**src/rtl/tsc_pkg.sv**
```systemverilog
// Shared types and constants of the task switch commit sequencer.
package tsc_pkg;
    typedef enum logic [1:0] {
        K_TSS  = 2'd0,
        K_LINK = 2'd1,
        K_SEL  = 2'd2,
        K_DESC = 2'd3
    } req_kind_e;

    typedef enum logic [2:0] {
        S_IDLE, S_VERIFY, S_COMMIT, S_LOAD, S_CHECK, S_DONE, S_FAULT
    } state_e;

    localparam logic [7:0] V_TS = 8'd10;
    localparam logic [7:0] V_NP = 8'd11;
    localparam logic [7:0] V_SS = 8'd12;
    localparam int SLOT_LDT = 0;
    localparam int SLOT_SS  = 1;
endpackage

```
**src/rtl/tsc_check.sv**
```systemverilog
// Classifies one descriptor response into pass/fail and a fault vector.
// Assumes response bit 0 = present, bit 1 = limit ok; slot order LDTR, SS, ...
module tsc_check
    import tsc_pkg::*;
#(
    parameter int SLOT_W = 3
) (
    input  logic              is_tss_i,
    input  logic [SLOT_W-1:0] slot_i,
    input  logic              present_i,
    input  logic              lim_ok_i,
    output logic              fail_o,
    output logic [7:0]        vec_o
);
    // Pick vector by descriptor role and failure kind.
    always_comb begin
        fail_o = !(present_i && lim_ok_i);
        if (is_tss_i)
            vec_o = present_i ? V_TS : V_NP;
        else if (slot_i == SLOT_W'(SLOT_LDT))
            vec_o = V_TS;
        else if (slot_i == SLOT_W'(SLOT_SS))
            vec_o = V_SS;
        else
            vec_o = present_i ? V_TS : V_NP;
    end
endmodule

```
**src/rtl/tsc_segfile.sv**
```systemverilog
// Holds the task register and the segment selector slots.
// Assumes at most one slot write per cycle; reads are combinational.
module tsc_segfile #(
    parameter int SEL_W = 16,
    parameter int NSEG  = 7,
    localparam int SLOT_W = $clog2(NSEG)
) (
    input  logic                  clk,
    input  logic                  rst_n,
    input  logic                  tr_we_i,
    input  logic [SEL_W-1:0]      tr_wdata_i,
    input  logic                  seg_we_i,
    input  logic [SLOT_W-1:0]     seg_widx_i,
    input  logic [SEL_W-1:0]      seg_wdata_i,
    input  logic [SLOT_W-1:0]     rd_idx_i,
    output logic [SEL_W-1:0]      rd_sel_o,
    output logic [SEL_W-1:0]      tr_sel_o,
    output logic [NSEG*SEL_W-1:0] seg_flat_o
);
    logic [SEL_W-1:0] slot_q [NSEG];

    // Task register update at commit.
    always_ff @(posedge clk) begin
        if (!rst_n)       tr_sel_o <= '0;
        else if (tr_we_i) tr_sel_o <= tr_wdata_i;
    end

    for (genvar g = 0; g < NSEG; g++) begin : g_slot
        // One slot register, written during the load phase.
        always_ff @(posedge clk) begin
            if (!rst_n)
                slot_q[g] <= '0;
            else if (seg_we_i && seg_widx_i == SLOT_W'(g))
                slot_q[g] <= seg_wdata_i;
        end
        assign seg_flat_o[g*SEL_W +: SEL_W] = slot_q[g];
    end

    assign rd_sel_o = slot_q[rd_idx_i];
endmodule

```
**src/rtl/tsc_fsm.sv**
```systemverilog
// Sequencer: verify new TSS, commit, load all slots, then check them in order.
// Assumes the responder answers each request with a one-cycle rsp_valid_i.
module tsc_fsm
    import tsc_pkg::*;
#(
    parameter int SEL_W = 16,
    parameter int NSEG  = 7,
    localparam int SLOT_W = $clog2(NSEG)
) (
    input  logic              clk,
    input  logic              rst_n,
    input  logic              start_i,
    input  logic              nest_i,
    input  logic [SEL_W-1:0]  new_sel_i,
    input  logic [SEL_W-1:0]  old_sel_i,
    output logic              req_valid_o,
    output logic [1:0]        req_kind_o,
    output logic [SEL_W-1:0]  req_addr_o,
    output logic [SEL_W-1:0]  req_wdata_o,
    input  logic              rsp_valid_i,
    input  logic [SEL_W-1:0]  rsp_data_i,
    input  logic [SEL_W-1:0]  cur_sel_i,
    output logic [SLOT_W-1:0] slot_o,
    output logic              tr_we_o,
    output logic              seg_we_o,
    output logic              done_o,
    output logic              fault_o,
    output logic [7:0]        fault_vec_o,
    output logic [SEL_W-1:0]  fault_code_o,
    output logic              fault_new_task_o
);
    localparam logic [SLOT_W-1:0] LAST = SLOT_W'(NSEG - 1);
    localparam logic [SEL_W-1:0]  RPL_MASK = ~SEL_W'(3);

    state_e            state_q;
    logic [SLOT_W-1:0] slot_q;
    logic [SEL_W-1:0]  new_q, old_q;
    logic              nest_q;
    logic              chk_fail;
    logic [7:0]        chk_vec;

    tsc_check #(.SLOT_W(SLOT_W)) u_chk (
        .is_tss_i (state_q == S_VERIFY),
        .slot_i   (slot_q),
        .present_i(rsp_data_i[0]),
        .lim_ok_i (rsp_data_i[1]),
        .fail_o   (chk_fail),
        .vec_o    (chk_vec)
    );

    // Drive the request port from the current state.
    always_comb begin
        req_valid_o = 1'b0;
        req_kind_o  = K_TSS;
        req_addr_o  = new_q;
        req_wdata_o = '0;
        case (state_q)
            S_VERIFY: req_valid_o = 1'b1;
            S_COMMIT: begin
                req_valid_o = nest_q;
                req_kind_o  = K_LINK;
                req_wdata_o = old_q;
            end
            S_LOAD: begin
                req_valid_o = 1'b1;
                req_kind_o  = K_SEL;
                req_addr_o  = SEL_W'(slot_q);
            end
            S_CHECK: begin
                req_valid_o = 1'b1;
                req_kind_o  = K_DESC;
                req_addr_o  = cur_sel_i;
            end
            default: ;
        endcase
    end

    // Register-file strobes and completion pulses.
    assign tr_we_o  = (state_q == S_VERIFY) && rsp_valid_i && !chk_fail;
    assign seg_we_o = (state_q == S_LOAD) && rsp_valid_i;
    assign slot_o   = slot_q;
    assign done_o   = (state_q == S_DONE);
    assign fault_o  = (state_q == S_FAULT);

    // State, slot counter, latched request and fault report.
    always_ff @(posedge clk) begin
        if (!rst_n) begin
            state_q          <= S_IDLE;
            slot_q           <= '0;
            new_q            <= '0;
            old_q            <= '0;
            nest_q           <= 1'b0;
            fault_vec_o      <= '0;
            fault_code_o     <= '0;
            fault_new_task_o <= 1'b0;
        end else begin
            case (state_q)
                S_IDLE: if (start_i) begin
                    new_q   <= new_sel_i;
                    old_q   <= old_sel_i;
                    nest_q  <= nest_i;
                    slot_q  <= '0;
                    state_q <= S_VERIFY;
                end
                S_VERIFY: if (rsp_valid_i) begin
                    if (chk_fail) begin
                        fault_vec_o      <= chk_vec;
                        fault_code_o     <= new_q & RPL_MASK;
                        fault_new_task_o <= 1'b0;
                        state_q          <= S_FAULT;
                    end else begin
                        state_q <= S_COMMIT;
                    end
                end
                S_COMMIT: if (!nest_q || rsp_valid_i) state_q <= S_LOAD;
                S_LOAD: if (rsp_valid_i) begin
                    if (slot_q == LAST) begin
                        slot_q  <= '0;
                        state_q <= S_CHECK;
                    end else begin
                        slot_q <= slot_q + 1'b1;
                    end
                end
                S_CHECK: if (rsp_valid_i) begin
                    if (chk_fail) begin
                        fault_vec_o      <= chk_vec;
                        fault_code_o     <= cur_sel_i & RPL_MASK;
                        fault_new_task_o <= 1'b1;
                        state_q          <= S_FAULT;
                    end else if (slot_q == LAST) begin
                        state_q <= S_DONE;
                    end else begin
                        slot_q <= slot_q + 1'b1;
                    end
                end
                default: state_q <= S_IDLE;
            endcase
        end
    end
endmodule

```
**src/rtl/task_switch_seq.sv**
```systemverilog
// Top of the task switch commit sequencer: sequencer plus selector storage.
// Assumes a single outstanding memory request at a time.
module task_switch_seq #(
    parameter int SEL_W = 16,
    parameter int NSEG  = 7,
    localparam int SLOT_W = $clog2(NSEG)
) (
    input  logic                  clk,
    input  logic                  rst_n,
    input  logic                  start_i,
    input  logic                  nest_i,
    input  logic [SEL_W-1:0]      new_sel_i,
    input  logic [SEL_W-1:0]      old_sel_i,
    output logic                  req_valid_o,
    output logic [1:0]            req_kind_o,
    output logic [SEL_W-1:0]      req_addr_o,
    output logic [SEL_W-1:0]      req_wdata_o,
    input  logic                  rsp_valid_i,
    input  logic [SEL_W-1:0]      rsp_data_i,
    output logic [SEL_W-1:0]      tr_sel_o,
    output logic [NSEG*SEL_W-1:0] seg_sel_o,
    output logic                  done_o,
    output logic                  fault_o,
    output logic [7:0]            fault_vec_o,
    output logic [SEL_W-1:0]      fault_code_o,
    output logic                  fault_new_task_o
);
    logic [SLOT_W-1:0] slot;
    logic [SEL_W-1:0]  cur_sel;
    logic              tr_we, seg_we;

    tsc_fsm #(.SEL_W(SEL_W), .NSEG(NSEG)) u_fsm (
        .clk, .rst_n, .start_i, .nest_i, .new_sel_i, .old_sel_i,
        .req_valid_o, .req_kind_o, .req_addr_o, .req_wdata_o,
        .rsp_valid_i, .rsp_data_i,
        .cur_sel_i(cur_sel), .slot_o(slot), .tr_we_o(tr_we), .seg_we_o(seg_we),
        .done_o, .fault_o, .fault_vec_o, .fault_code_o, .fault_new_task_o
    );

    tsc_segfile #(.SEL_W(SEL_W), .NSEG(NSEG)) u_file (
        .clk, .rst_n,
        .tr_we_i(tr_we), .tr_wdata_i(req_addr_o),
        .seg_we_i(seg_we), .seg_widx_i(slot), .seg_wdata_i(rsp_data_i),
        .rd_idx_i(slot), .rd_sel_o(cur_sel),
        .tr_sel_o, .seg_flat_o(seg_sel_o)
    );
endmodule

```
**config.mk**
```make
export PLATFORM = sky130hd
export DESIGN_NAME = task_switch_seq
export DESIGN_NICKNAME = d
export VERILOG_FILES = /design/src/rtl/tsc_pkg.sv /design/src/rtl/tsc_check.sv /design/src/rtl/tsc_segfile.sv /design/src/rtl/tsc_fsm.sv /design/src/rtl/task_switch_seq.sv
export SDC_FILE = /design/constraint.sdc
export NUM_CORES = 1
export LEC_CHECK = 0
export ABC_AREA = 1
export ABC_CLOCK_PERIOD_IN_PS = 1800
export CAP_MARGIN = 30
export CORE_MARGIN = 8
export CORE_UTILIZATION = 36
export CTS_CLUSTER_SIZE = 10
export DETAILED_ROUTE_END_ITERATION = 10
export DONT_BUFFER_PORTS = 1
export PLACE_DENSITY = 0.62
export RECOVER_POWER = 25
export SYNTH_ARGS = -nofsm -noshare
export SYNTH_HDL_FRONTEND = slang
export SYNTH_HIERARCHICAL = 1
export SYNTH_SLANG_ARGS = --single-unit
```
**constraint.sdc**
```tcl
create_clock -name clk -period 1.8 [get_ports clk]
set_input_delay 0.27 -clock clk [delete_from_list [all_inputs] [get_ports clk]]
set_output_delay 0.27 -clock clk [all_outputs]
set_load 0.01 [all_outputs]
```
### Yosys cells after proc, flatten, opt, wreduce, memory -nomap -nowiden

Memories as Yosys holds them, arrays and structs flattened. A register that Yosys moved wholly into a read port is not among the register bits.
Cells that the tools add are included.

| storage, ports and cells | value |
|---|---|
| flip-flop bits (word level) | 80 |
| memory bits (writable) | 112 |
| input port bits | 53 |
| output and inout bits | 190 |
| logic and storage cells | 132 |
| memories | 1 |

Memories:

| name | depth | bits a word | read ports | clocked after Yosys merged registers in | write ports | line | source |
|---|---|---|---|---|---|---|---|
| u_file.slot_q | 7 | 16 | 8 | 1 | 7 | tsc_segfile.sv:20 | `logic [SEL_W-1:0] slot_q [NSEG];` |

| operators by class | value |
|---|---|
| $add $sub $neg | 1 |
| equal/unequal tests | 23 |
| mux-type cells | 66 |
| bitwise gates (word level) | 8 |
| reduce and logical (&&, ||, !) cells | 24 |

Operators with widths:

| kind | count |
|---|---|
| $mux W16 | 12 |
| $pmux W16 S2 | 2 |
| $mux W3 | 20 |
| $mux W1 | 27 |
| $eq A3 B3 Y1 const B | 6 |
| $pmux W3 S5 | 1 |
| $ne A2 B2 Y1 const B | 7 |
| $eq A3 B2 Y1 const B | 4 |
| $logic_and A1 B1 Y1 | 11 |
| $pmux W3 S3 | 1 |
| $or A1 B1 Y1 | 7 |
| $reduce_and A7 Y1 | 1 |
| $eq A3 B1 Y1 const B | 2 |
| $logic_not A3 Y1 | 2 |
| $ne A2 B1 Y1 const B | 3 |
| $pmux W2 S3 | 1 |
| $reduce_and A6 Y1 | 1 |
| $reduce_and A5 Y1 | 1 |
| $pmux W1 S2 | 2 |
| $add A3 B1 Y3 const B | 1 |
| $ne A3 B2 Y1 const B | 1 |
| $reduce_and A3 Y1 | 1 |
| $reduce_bool A3 Y1 | 1 |
| $reduce_or A3 Y1 | 1 |
| other kinds (6) | 6 |

### Logic depth before layout (Yosys ltp)

Gate-level depths: netlist of run 1.

| depth | value |
|---|---|
| word-level depth | 7 |
| mapped depth | 12 |
| depth with buffers taken out | 11 |

### By module

Netlist of run 1, hierarchy kept.

Modules (own cells, without submodules):

| module | instances | cells each | area each (um^2) | seq. area each (um^2) |
|---|---|---|---|---|
| tsc_segfile | 1 | 662 | 5884.4 | 3683.5 |
| tsc_fsm | 1 | 417 | 2907.8 | 1241.2 |
| tsc_check | 1 | 13 | 77.6 | 0.0 |

### Worst setup path before layout of run 1

OpenSTA, ideal clock, no wires.

| path | value |
|---|---|
| path kind | reg-to-output |
| start | register, netlist name u_fsm/slot_o[1] |
| end | output req_addr_o[11] |
| arrival time | 1.588 ns |
| required time | 1.530 ns |
| slack | -0.058 ns |
| stages on the path, launching flop included | 10 |
| buffers on the path | 3 |
| cells stage by stage | dfxtp_1 > buf_2 > inv_1 > buf_2 > buf_2 > nand3_1 > nand3_1 > nand2_1 > inv_1 > o22ai_1 |

RTL lines:

| element | line | source |
|---|---|---|
| end: declaration | task_switch_seq.sv:16 | `output logic [SEL_W-1:0] req_addr_o,` |

==> run summary, run 1 <==
status: finished, violations left
violated checks: setup timing
Cell Area, Synth: 8870 um2
crit start category: flop
Worst Path Class, Setup: flop to primary output
most frequent cells in the layout: nor2_1, nand2_1, inv_1
top cell type by total area after synthesis: edfxtp_1
fmax: 460 MHz
antenna violations before repair: 1
DRC violations left: 0
R2R setup slack: -20 ps
maximum vdd ir drop: 0.722 mV
first drt pass iteration count: 8
normalized max-slew margin: 64.9%
commonest non-fill, non-tap cell in the layout: nor2_1
GRT Total Usage: 20.0%
FILL cells: 2248
Leak: 5.39 nW
Area contributors post-synth: edfxtp_1, dfxtp_1, nor2_1, nand2_1, inv_1
Avg Vias per Cell: 5.07
final WL: 32600 um
maximum clock insertion buffer count: 2
Starting Density: 36.6%
largest net degree at the start of global routing: 41
Tcrit/Tclk final: 121%
Pins Over Slew Limit: 0
busiest layer in global routing: met2
IO Count: 243
RSZ-0062 raised after global routing: true
critical path's top delay family: buffers and inverters
Worst Hold Class: input pin to flop
Avg Cell Area, Syn: 8.12 um2
HPWL after DPL: 21300 um
Worst setup EP type: primary output
Power Dens Cells: 1440 nW/um2
CP max stage cell: dfxtp_4
core area: 24200 um2
Wirelength per Cell: 20.0 um
Crit path largest cell delay: 390 ps
I/O Buffers: 0
critical path's most frequent cell: nand2_1
vias in the first global route: 7943
Vert. Die Dim: 173 um
sequential share of the synthesized area: 55.5%
H-tree Lvls: 4
Post-Layout Cell Count: 1625
Critical Path Sink: req_addr_o[10]
reg2reg path depth: 7
diode count: 0
top fanout value on the critical path: 7
synthesized flop and latch total: 190
grt ovf: 0
max-cap violations: 0
Setup-failing EPs final: 30
clk_lat worst skew: 430 ps
Vias: 8232
global-route wire length before repair: 46700 um
dpl cells: 1551
total power: 17.5 mW
CTS Root Cell: clkbuf_16
Synth cell types: 32
CTS clk-pin slew, worst paths: 80 ps
routing usage on met3: 5.75%
Hold Vio Cnt, Final: 0
Rows: 57
Warnings, synthesis: 6
crit path DAT: 1900 ps
final worst clock skew: 15.0 ps
CTS sink cnt: 190
WP data required: 1530 ps
width of the die: 173 um
Routed Antenna Nets: 0
RD Place Congestion: 0.833
Critical Path Source: u_fsm/slot_o[0]$_SDFFE_PN0P_
min Tclk post-route: 2170 ps
initial drt markers: 679
routing usage on met2: 34.6%
worst path cell trace: buf_8 -> clkbuf_16 -> nand2_1 -> nand3_1 -> nand2_1 -> nand2_1 -> nand2_2 -> inv_2 -> o22ai_1 -> buf_4
CTS tree: yes
FF-to-FF Start: u_fsm/slot_o[0]$_SDFFE_PN0P_
Worst path depth: 10
NumNets Final: 1343
area grow syn2layout: 37.0%
Slew @ Worst Pin: 523 ps
met1 usage: 22.9%
TritonCTS buffer count: 17
share of cells above drive strength 1: 26.3%
final critical-path setup slack: -374 ps
top-area cell type share of the netlist area: 37.9%
Cells after Synth: 1092
CP bufs+invs: 4
Die Footprint: 29900 um2
Reg2Reg Capture Point: u_file/slot_q[4][15]$_SDFFCE_PN0P_
==> registers in the layout, indices dropped and copies added, names as in the netlist <==
signal,flops
u_fsm/fault_new_task_o,1
u_file/slot_q,112
u_file/tr_sel_o,16
u_fsm/new_q,16
u_fsm/old_q,16
u_fsm/slot_o,3
u_fsm/nest_q,1
u_fsm/fault_code_o,14
u_fsm/fault_vec_o,8
u_fsm/state_q,3
==> logic make-up (layout without fill, tap and decap cells) <==
family          after synthesis  after routing  share of synthesized area (%)
flops                       190            190                           55.5
simple gates                535            535                           25.1
other cells                   3              7                          0.127
fa+ha+maj                     2              2                          0.282
buf+inv                     218            423                           10.5
compound gates              144            144                           8.49
==> how the worst min path moves through the flow <==
stage                                   start                                  end  slack, ps  cells past startpoint
detailed placement                      rst_n        u_fsm/state_q[1]$_SDFFE_PN0P_        430                      2
CTS                               rsp_valid_i  u_fsm/fault_new_task_o$_SDFFE_PN0P_          3                      2
finish                            rsp_valid_i  u_fsm/fault_new_task_o$_SDFFE_PN0P_         10                      2
global placement                        rst_n         u_fsm/slot_o[2]$_SDFFE_PN0P_        430                      2
global route                      rsp_valid_i  u_fsm/fault_new_task_o$_SDFFE_PN0P_         10                      2
floorplan           u_fsm/nest_q$_SDFFE_PN0P_            u_fsm/nest_q$_SDFFE_PN0P_        420                      2
==> metal layers <==
layer	wire length [um]	vias to the layer above
met2	15900	374
met5	8	-
li1	-	3848
met1	12700	3940
met3	2790	68
met4	1220	2
==> synth_stat cells, drive strengths merged <==
master,instances
nand4,2
clkinv,1
o22ai,15
inv,152
buf,40
ha,2
nand3,79
o21ai,80
conb,3
nand2,217
nor2,221
o221ai,3
or2,13
o211ai,1
nor3,3
edfxtp,112
clkbuf,25
a21oi,45
dfxtp,78
==> stage by stage <==
step                hold slack (ps)  setup TNS, ps  util [%]  area [um2]  setup slack (ps)
floorplan                       424              0         -        8890              32.8
global placement                432              0      44.0       10700              71.0
detailed placement              431              0      44.0       10700              6.68
CTS                            2.59          -4670      48.0       11600              -344
global route                   10.1          -8970      50.1       12200              -426
finish                         14.6          -5190      50.1       12200              -374
==> report_power, final <==
| group | internal [mW] | switching (mW) | leakage [nW] |
|---|---|---|---|
| Clock | 1.90 | 1.97 | 0.289 |
| Sequential | 5.13 | 0.393 | 1.80 |
| Combinational | 3.41 | 4.71 | 3.31 |
| Total | 10.4 | 7.08 | 5.39 |
==> cell type report <==
cell class                      instances  area, um2  area share, %
Sequential cell                       190       4930           40.6
Timing Repair Buffer                  238       2190           18.0
Inverter                              153        594           4.89
Multi-Input combinational cell        688       3420           28.2
Tap cell                              324        405           3.34
Clock inverter                         15        181           1.49
Clock buffer                           17        425           3.50
==> what timing repair did <==
item / in CTS / in global routing
pin swaps: 15 / 44
setup buffers: 7 / 17
hold buffers: 5 / 0
endpoints found under the setup margin: 38 / 103
endpoints found under the hold margin: 34 / 0
gates cloned: 3 / 10
resized for setup: 68 / 89
No activity file was read; power rests on OpenSTA's default activity.
==> inputs of run 2 (changes only) <==
--- a/config.mk
+++ b/config.mk
@@ -13,6 +13,7 @@
 export CTS_CLUSTER_SIZE = 10
 export DETAILED_ROUTE_END_ITERATION = 10
 export DONT_BUFFER_PORTS = 1
+export HOLD_SLACK_MARGIN = 0.06
 export PLACE_DENSITY = 0.62
 export RECOVER_POWER = 25
 export SYNTH_ARGS = -nofsm -noshare
==> run summary, run 2 (synthesis gave the netlist of run 1 again) <==
status: finished, violations left (unchanged)
violated checks: setup timing (unchanged)
total power: 16.9 mW (was 17.5 mW)
final critical-path setup slack: -362 ps (was -374 ps)
top fanout value on the critical path: 14 (was 7)
Vias: 8121 (was 8232)
Crit path largest cell delay: 460 ps (was 390 ps)
WHS: 72.2 ps (was 14.6 ps)
critical path's most frequent cell: nand2_1 (unchanged)
Routed Antenna Nets: 0 (unchanged)
Power Dens Cells: 1400 nW/um2 (was 1440 nW/um2)
maximum clock insertion buffer count: 2 (unchanged)
CTS Root Cell: clkbuf_16 (unchanged)
crit path DAT: 1890 ps (was 1900 ps)
TritonCTS buffer count: 17 (unchanged)
critical path's top delay family: flip-flops (was buffers and inverters)
Largest register FFs: 112 (unchanged)
CP bufs+invs: 4 (unchanged)
Post-Layout Cell Count: 1641 (was 1625)
dpl cells: 1551 (unchanged)
Avg Vias per Cell: 4.95 (was 5.07)
maximum vdd ir drop: 0.648 mV (was 0.722 mV)
CTS tree: yes (unchanged)
CTS clk-pin slew, worst paths: 80 ps (about the same)
Worst Path Class, Setup: flop to primary output (unchanged)
Vert. Die Dim: 173 um (unchanged)
clk_lat worst skew: 430 ps (about the same)
Setup-failing EPs final: 18 (was 30)
grt ovf: 0 (unchanged)
area grow syn2layout: 36.2% (was 37.0%)
initial drt markers: 578 (was 679)
RD Place Congestion: 0.833 (unchanged)
RSZ-0062 raised after global routing: true (unchanged)
dpl ws: 6.68 ps (unchanged)
GRT Total Usage: 19.9% (was 20.0%)
largest reg by FF count: u_file/slot_q (unchanged)
crit start category: flop (unchanged)
final WL: 31400 um (was 32600 um)
Hold Vio Cnt, Final: 0 (unchanged)
IO Count: 243 (unchanged)
Tcrit/Tclk final: 120% (was 121%)
Worst Hold Class: input pin to flop (unchanged)
largest net degree at the start of global routing: 70 (was 41)
I/O Buffers: 0 (unchanged)
antenna violations before repair: 1 (unchanged)
Starting Density: 36.6% (unchanged)
fmax: 463 MHz (was 460 MHz)
max-cap violations: 0 (unchanged)
final worst clock skew: 14.6 ps (was 15.0 ps)
CP max stage cell: dfxtp_4 (unchanged)
width of the die: 173 um (unchanged)
Die Footprint: 29900 um2 (unchanged)
Leak: 5.31 nW (was 5.39 nW)
share of cells above drive strength 1: 22.9% (was 26.3%)
Wirelength per Cell: 19.1 um (was 20.0 um)
Worst setup EP type: primary output (unchanged)
Rows: 57 (unchanged)
min Tclk post-route: 2160 ps (was 2170 ps)
CTS sink cnt: 190 (unchanged)
DRC violations left: 0 (unchanged)
HPWL after DPL: 21300 um (unchanged)
FILL cells: 2265 (was 2248)
commonest non-fill, non-tap cell in the layout: nor2_1 (unchanged)
NumNets Final: 1358 (was 1343)
global-route wire length before repair: 46600 um (was 46700 um)
vias in the first global route: 8157 (was 7943)
most frequent cells in the layout: nor2_1, nand2_1, inv_1 (unchanged)
worst path cell trace: inv_8 -> clkbuf_16 -> nand2_1 -> nand3_1 -> nand2_1 -> nand2_1 -> nand2_2 -> inv_2 -> o22ai_1 -> buf_4 (was buf_8 -> clkbuf_16 -> nand2_1 -> nand3_1 -> nand2_1 -> nand2_1 -> nand2_2 -> inv_2 -> o22ai_1 -> buf_4)
core area: 24200 um2 (unchanged)
H-tree Lvls: 4 (unchanged)
first drt pass iteration count: 8 (unchanged)
Pins Over Slew Limit: 0 (unchanged)
WP data required: 1530 ps (about the same)
run 2: final timing paths:
path	startpoint	end	slack, ps	cells past startpoint
max reg2reg	u_fsm/slot_o[0]$_SDFFE_PN0P_	u_fsm/slot_o[2]$_SDFFE_PN0P_	40	12
min reg2reg	u_fsm/nest_q$_SDFFE_PN0P_	u_fsm/nest_q$_SDFFE_PN0P_	460	2
max	u_fsm/slot_o[0]$_SDFFE_PN0P_	req_addr_o[10]	-360	10
min	new_sel_i[14]	u_fsm/new_q[14]$_SDFFE_PN0P_	70	2
run 2: report_power, final:
group | total (mW) | internal [mW] | leakage (nW) | switching, mW
sequential | 5.54 | 5.13 | 1.80 | 0.413
clock | 3.86 | 1.90 | 0.289 | 1.96
combinational | 7.46 | 3.00 | 3.22 | 4.46
run 2: area by class of cell:
class	instances	area (um2)	area share, %
Clock buffer	17	425	3.52
Sequential cell	190	4930	40.8
Inverter	153	592	4.90
Clock inverter	15	181	1.50
Tap cell	324	405	3.36
Multi-Input combinational cell	688	3360	27.8
Timing Repair Buffer	253	2190	18.1
Antenna cell	1	2.50	0.0207
run 2: per-stage QoR:
stage	util [%]	TNS (ps)	area, um2
6_report	49.8	-4870	12100
4_1_cts	49.3	-4670	12000
5_1_grt	49.8	-7500	12100
2_1_floorplan	-	0	8890
3_3_place_gp	44.0	0	10700
3_5_place_dp	44.0	0	10700
run 2: per-layer routing:
layer / wire, um / vias up / global-route usage (%)
li1: - / 3874 / -
met1: 12400 / 3870 / 23.0
met2: 15700 / 322 / 34.3
met3: 2290 / 55 / 5.29
met4: 1070 / 0 / 8.41
met5: 0 / - / 0
run 2: what timing repair did:
item,CTS,global route
hold buffers,35,0
pin swaps,15,20
resized for setup,68,71
endpoints found under the setup margin,38,103
endpoints found under the hold margin,71,0
gates cloned,3,5
buffers inserted,7,8
